==> config.mk <==
export PLATFORM = sky130hd
export DESIGN_NAME = clk_ratio_gen
export DESIGN_NICKNAME = d
export VERILOG_FILES = /design/src/rtl/clk_ratio_pkg.sv /design/src/rtl/clk_ratio_gate.sv /design/src/rtl/clk_ratio_half.sv /design/src/rtl/clk_ratio_even.sv /design/src/rtl/clk_ratio_mark.sv /design/src/rtl/clk_ratio_gen.sv
export SDC_FILE = /design/constraint.sdc
export NUM_CORES = 1
export LEC_CHECK = 0
export BUFFER_PORTS_ARGS = -buffer_cell sky130_fd_sc_hd__clkbuf_2
export CORE_AREA = 2 2 39 41
export DETAILED_ROUTE_END_ITERATION = 8
export DIE_AREA = 0 0 41 43
export HOLD_SLACK_MARGIN = 0.03
export RECOVER_POWER = 100
export SLEW_MARGIN = 10
export SYNTH_ARGS = -nofsm -noshare
export SYNTH_HDL_FRONTEND = slang
export SYNTH_SLANG_ARGS = --single-unit
==> constraint.sdc <==
create_clock -name clk -period 2.5 [get_ports clk]
set_input_delay 0.125 -clock clk [delete_from_list [all_inputs] [get_ports clk]]
set_output_delay 0.125 -clock clk [all_outputs]
set_load 0.005 [all_outputs]
==> src/rtl/clk_ratio_pkg.sv <==
`timescale 1ns/1ps
// Package clk_ratio_pkg
// Shared types for the ratio clock generator. The ratio code names which of
// the two even division ratios the slow divider is currently counting.
package clk_ratio_pkg;

    typedef enum logic {
        RATIO_LO = 1'b0,   // first (smaller) even ratio
        RATIO_HI = 1'b1    // second (larger) even ratio
    } ratio_e;

endpackage

==> src/rtl/clk_ratio_gate.sv <==
`timescale 1ns/1ps
// Module clk_ratio_gate
// Produces the run qualifier for both dividers.
// - The enable is captured on the falling clock edge, so run only changes
//   while the clock is low.
// - The reset release is registered on a rising edge, so division resumes
//   one edge after mr is released.
// Assumes: mr is active high and may assert at any time.
module clk_ratio_gate (
    input  logic clk,
    input  logic mr,
    input  logic en,
    output logic run
);

    logic en_fall_q;
    logic rel_q;

    // Capture the enable on the falling edge, cleared by master reset.
    always_ff @(negedge clk or posedge mr) begin
        if (mr) begin
            en_fall_q <= 1'b0;
        end else begin
            en_fall_q <= en;
        end
    end

    // Register the reset release on the rising edge.
    always_ff @(posedge clk or posedge mr) begin
        if (mr) begin
            rel_q <= 1'b0;
        end else begin
            rel_q <= 1'b1;
        end
    end

    // Dividers advance only when released and enabled.
    assign run = en_fall_q & rel_q;

endmodule

==> src/rtl/clk_ratio_half.sv <==
`timescale 1ns/1ps
// Module clk_ratio_half
// Divide-by-two stage: the output inverts on each rising edge where run is 1.
// Assumes: run changes only while clk is low.
module clk_ratio_half (
    input  logic clk,
    input  logic mr,
    input  logic run,
    output logic q
);

    logic q_q;

    // Toggle on every qualified rising edge, clear on master reset.
    always_ff @(posedge clk or posedge mr) begin
        if (mr) begin
            q_q <= 1'b0;
        end else if (run) begin
            q_q <= ~q_q;
        end
    end

    assign q = q_q;

endmodule

==> src/rtl/clk_ratio_even.sv <==
`timescale 1ns/1ps
// Module clk_ratio_even
// Even-ratio divider with a 50 % duty cycle. The ratio is DIV_LO or DIV_HI,
// chosen by sel. sel is sampled only when the counter starts a new period,
// so a ratio change never cuts a period short. The output is high for the
// first half of each period, so its rising edge is on the period-start edge.
// Assumes: DIV_LO and DIV_HI are even and at least 2.
module clk_ratio_even
    import clk_ratio_pkg::*;
#(
    parameter int DIV_LO = 4,
    parameter int DIV_HI = 6
) (
    input  logic clk,
    input  logic mr,
    input  logic run,
    input  logic sel,
    output logic q,
    output logic at_start
);

    localparam int DIV_MAX = (DIV_HI > DIV_LO) ? DIV_HI : DIV_LO;
    localparam int CNT_W   = $clog2(DIV_MAX);
    localparam logic [CNT_W-1:0] TERM_LO = CNT_W'(DIV_LO - 1);
    localparam logic [CNT_W-1:0] TERM_HI = CNT_W'(DIV_HI - 1);
    localparam logic [CNT_W-1:0] HALF_LO = CNT_W'(DIV_LO / 2);
    localparam logic [CNT_W-1:0] HALF_HI = CNT_W'(DIV_HI / 2);

    logic [CNT_W-1:0] cnt_q;
    logic [CNT_W-1:0] cnt_nxt;
    logic [CNT_W-1:0] term;
    logic [CNT_W-1:0] half;
    ratio_e           mode_q;
    ratio_e           mode_nxt;
    logic             q_q;
    logic             q_nxt;

    // Choose the ratio for the coming step and derive the next count and level.
    always_comb begin
        mode_nxt = (cnt_q == '0) ? ratio_e'(sel) : mode_q;
        term     = (mode_nxt == RATIO_HI) ? TERM_HI : TERM_LO;
        half     = (mode_nxt == RATIO_HI) ? HALF_HI : HALF_LO;
        cnt_nxt  = (cnt_q == term) ? '0 : cnt_q + CNT_W'(1);
        q_nxt    = (cnt_nxt != '0) && (cnt_nxt <= half);
    end

    // Advance the counter, ratio and output on qualified rising edges.
    always_ff @(posedge clk or posedge mr) begin
        if (mr) begin
            cnt_q  <= '0;
            mode_q <= RATIO_LO;
            q_q    <= 1'b0;
        end else if (run) begin
            cnt_q  <= cnt_nxt;
            mode_q <= mode_nxt;
            q_q    <= q_nxt;
        end
    end

    assign q        = q_q;
    assign at_start = (cnt_q == '0);

endmodule

==> src/rtl/clk_ratio_mark.sv <==
`timescale 1ns/1ps
// Module clk_ratio_mark
// Phase marker. It is set for one cycle on the edge where the slow divider
// starts a period while the half-rate output is low, i.e. where both outputs
// rise together. It is cleared on any edge where the dividers are stopped.
module clk_ratio_mark (
    input  logic clk,
    input  logic mr,
    input  logic run,
    input  logic slow_start,
    input  logic half_q,
    output logic mark
);

    logic mark_q;

    // Register the coincident-rise condition for one cycle.
    always_ff @(posedge clk or posedge mr) begin
        if (mr) begin
            mark_q <= 1'b0;
        end else begin
            mark_q <= run & slow_start & ~half_q;
        end
    end

    assign mark = mark_q;

endmodule

==> src/rtl/clk_ratio_gen.sv <==
`timescale 1ns/1ps
// Module clk_ratio_gen
// Top level: a half-rate output and a selectable quarter/sixth-rate output,
// both registered on the same rising edge, plus a coincident-rise marker.
// Reset is the functional master reset mr (active high, asynchronous
// assertion, registered release).
module clk_ratio_gen #(
    parameter int DIV_LO = 4,
    parameter int DIV_HI = 6
) (
    input  logic clk,
    input  logic en,
    input  logic mr,
    input  logic divsel,
    output logic q_div2,
    output logic q_div46,
    output logic phase_out
);

    logic run;
    logic slow_start;

    clk_ratio_gate u_gate (
        .clk (clk),
        .mr  (mr),
        .en  (en),
        .run (run)
    );

    clk_ratio_half u_half (
        .clk (clk),
        .mr  (mr),
        .run (run),
        .q   (q_div2)
    );

    clk_ratio_even #(
        .DIV_LO (DIV_LO),
        .DIV_HI (DIV_HI)
    ) u_even (
        .clk      (clk),
        .mr       (mr),
        .run      (run),
        .sel      (divsel),
        .q        (q_div46),
        .at_start (slow_start)
    );

    clk_ratio_mark u_mark (
        .clk        (clk),
        .mr         (mr),
        .run        (run),
        .slow_start (slow_start),
        .half_q     (q_div2),
        .mark       (phase_out)
    );

endmodule

# Word-level counts from Yosys, hierarchy flattened
# Cells that the tools add are included.
[totals] register_bits=9 inputBits=4 output_inout_bits=3
[classes] add_sub_neg=1 order_cmp=1 n_eq_ne=1 n_mux=4 bitwise_logic=4 n_reduce_logical=3
[op_table] op="$mux 3" count=2
[op_table] op="$add 3x1->3 const B" count=1
[op_table] op="$and 1x1->1" count=3
[op_table] op="$eq 3x3->1" count=1
[op_table] op="$le 3x3->1" count=1
[op_table] op="$logic_not 3->1" count=1
[op_table] op="$reduce_bool 3->1" count=1
[op_table] op="$mux 1" count=2
[op_table] op="$logic_and 1x1->1" count=1
[op_table] op="$not 1->1" count=1

# Depth between registers and ports, before layout
[logic_depth] ltp_word=7 depth_mapped=7

# By module
# A second synthesis with hierarchy kept.
[unflattened] hier_cells=44 hier_area_um2=473.0
[by_module_without_submodules] module="clk_ratio_even" instances=1 cells_each=33 area_each_um2=334.1 seq_area_each_um2=125.1
[by_module_without_submodules] module="clk_ratio_gate" instances=1 cells_each=5 area_each_um2=63.8 seq_area_each_um2=50.0
[by_module_without_submodules] module="clk_ratio_half" instances=1 cells_each=3 area_each_um2=37.5 seq_area_each_um2=25.0
[by_module_without_submodules] module="clk_ratio_mark" instances=1 cells_each=3 area_each_um2=37.5 seq_area_each_um2=25.0

==> impl_metrics.ini <==
[finish]
fillers = 136
fin_area_um2 = 559
antenna_cells = 0
final_nets = 59
drive_gt1_frac = 0.294
multi_input_area_um2 = 229
layout.area.seq_um2 = 225
syn2layout_area_growth_pct = 17.9

[pwr]
p_clk_frac = 0.174
seq_power_share = 0.424
p_comb_frac = 0.403
internal_power_uw = 402
power_density_mw_per_mm2 = 1110
p_sw_frac = 0.355
total_power_uw = 623
switching_power_uw = 221
ir_drop_mv = 0.363
power_leakage_uw = 0.000261

[critical_path]
critPathRequiredTime_ns = 2.67
worst_setup_path_start_kind = flip-flop
cp-end-kind = flip-flop
path_cells = nand2_2 -> or4b_1 -> o211ai_1
path_class = reg -> reg
cp-startpoint = u_gate.en_fall_q
crit_fanout = 3
worstPathArrival_ns = 2.57
crit_slowest_cell = or4b_1
cpPeakStageDelay_ns = 0.46
reg2reg_from = u_gate.en_fall_q

[placed_design]
placed_area_um2 = 528
hpwl_um = 596
gp_congestion = 0.708
port_buffers = 6

[cts]
root_buffer = clkbuf_4
worst_skew_pair.late_latency_ns = 0.26
postCtsSetupBuffers = 0
path_clk_slew_ns = 0.06
cts_made_buffers = 3
htree_num_levels = 1
cts_hold_buf = 1
cts.sinks = 9
cts_tree = built
cts_resized = 0
clk_path_buf_depth = 2

[synthesis]
yosysUniqueCellTypes = 24
synth.area.top_cells = dfrtp_1 (42%), ha_1 (7.9%), xnor2_1 (5.5%), dfrtn_1 (5.3%), mux2_2 (4.7%)
synth_warnings = 0
ys_seq_elements = 9
netlist.area_leader.share = 0.422
ys_seq_area_frac = 0.475
synth_cells = 40
yosys.area.top_type = dfrtp_1
syn_area_um2 = 474
post_synth.cell_area_avg_um2 = 11.9
synth_nets = 47

[floorplan]
core_area_mm2 = 0.00138
die_h_um = 43
ios = 7
die_width_um = 41
rows = 14
start_util = 0.343
fp.dieArea_mm2 = 0.00176

[grt]
grt-ovfl-total = 0
grt_pass1_wl_um = 1300
antenna_found_initial = 0
grt_max_degree = 10
grtUsageTotal = 0.123
grt_pass1_vias = 312

[hold_path]
hp-class = in -> reg
hp-start = divsel

[drt]
viasPerCell = 5.09
dr_total_vias = 341
ant_nets = 0
wl_per_cell_um = 12.0
wirelength_um = 805
route.detailed.drc = 0
drt_iter0_drc = 2
dr.pass1.iters = 2

[flow_run]
cap_violations = 0

[timing]
hold_viol_final = 0
setup_viol = 0
drv_slew = 0
grt_setup_unrepaired = false
finalSetupTns_ns = 0
fin_skew_ns = 0.00947

[outcome]
status = completed
==> routing by layer <==
layer / GRT usage / share of wire / wire length [um] / up-vias
li1: - / - / - / 168
met4: 0.140 / 0.063 / 51 / 0
met1: 0.120 / 0.44 / 355 / 163
met2: 0.181 / 0.48 / 383 / 6
met5: 0 / 0 / 0 / -
met3: 0.0314 / 0.019 / 15 / 4
==> sequential cells by signal (all words and copies together), names as in the netlist <==
signal            flops
u_even.cnt_q          3
u_even.q              1
u_even.mode_q         1
u_gate.rel_q          1
u_half.q              1
u_mark.mark           1
u_gate.en_fall_q      1
==> power groups by stage <==
stage	clock network (uW)	logic, uW	registers (uW)
final	108	251	264
after global routing	122	287	271
after CTS	114	265	263
after detailed placement	0	262	265
after global placement	0	258	265
after floorplan	0	206	250
==> worst max-delay path, delay by kind of cell (launching register included) <==
family	cells	cell delay, ns
simple gates	2	0.52
flops	1	0.43
compound gates	1	0.10
==> metrics by stage <==
stage	std cells	hold WS, ns	worst slack [ns]	utilization
finish	67	0.267	0.100	0.404
global route	67	0.262	0.0659	0.404
CTS	67	0.261	0.103	0.408
detailed placement	62	0.0831	0.114	0.382
global placement	62	0.0781	0.138	0.382
floorplan	40	-0.0471	0.0711	-
==> synthesized netlist by cell type <==
cell / instances
dfrtp_1: 8
ha_1: 3
inv_1: 3
xnor2_1: 3
mux2_2: 2
nand2_1: 2
nand4b_1: 2
and3b_1: 1
clkbuf_1: 1
conb_1: 1
dfrtn_1: 1
mux2_4: 1
nand2_2: 1
nand3b_1: 1
nor2_1: 1
nor2b_2: 1
nor4b_1: 1
o2111ai_1: 1
o211ai_1: 1
o211ai_2: 1
o21ai_0: 1
o21bai_1: 1
o2bb2ai_1: 1
or4b_1: 1
==> layout by cell type, fill, tap and decap left out, drive strengths merged <==
cell / instances
xnor2: 3
nor4b: 1
nor2: 1
o2bb2ai: 1
dlygate4sd3: 1
nand2: 3
o2111ai: 1
inv: 3
or4b: 1
clkbuf: 10
mux2: 3
dfrtn: 1
nor2b: 1
nand3b: 1
and3b: 1
conb: 1
ha: 3
o211ai: 2
dfrtp: 8
o21bai: 1
nand4b: 2
buf: 1
o21ai: 1
==> path summary, 6_finish.rpt <==
kind	endpoint	cells after the start	slack, ns
setup reg to reg	u_even.q	3	0.10
max in group asynchronous	u_gate.en_fall_q	3	0.72
setup / recovery	u_even.q	3	0.10
hold reg to reg	u_mark.mark	1	0.48
min in group asynchronous	u_mark.mark	3	0.36
hold / removal	u_even.mode_q	3	0.27
==> cells by family after synthesis <==
group	after synthesis	share of synthesized area
and+or+nand+nor	11	0.166
DFF	9	0.475
AOI/OAI and AO/OA	6	0.106
buffers and inverters	4	0.0317
adders and majority gates	3	0.0792
xor gates and xnor gates	3	0.0554
muxes	3	0.0791
other	1	0.00791
==> layout make-up <==
cell class | instances | share of cell area
Clock buffer | 4 | 0.0470
Inverter | 3 | 0.0201
Multi-Input combinational cell | 27 | 0.409
Sequential cell | 9 | 0.403
Tap cell | 16 | 0.0358
Timing Repair Buffer | 8 | 0.0850
Note: power is estimated with default switching activity, not from simulation.
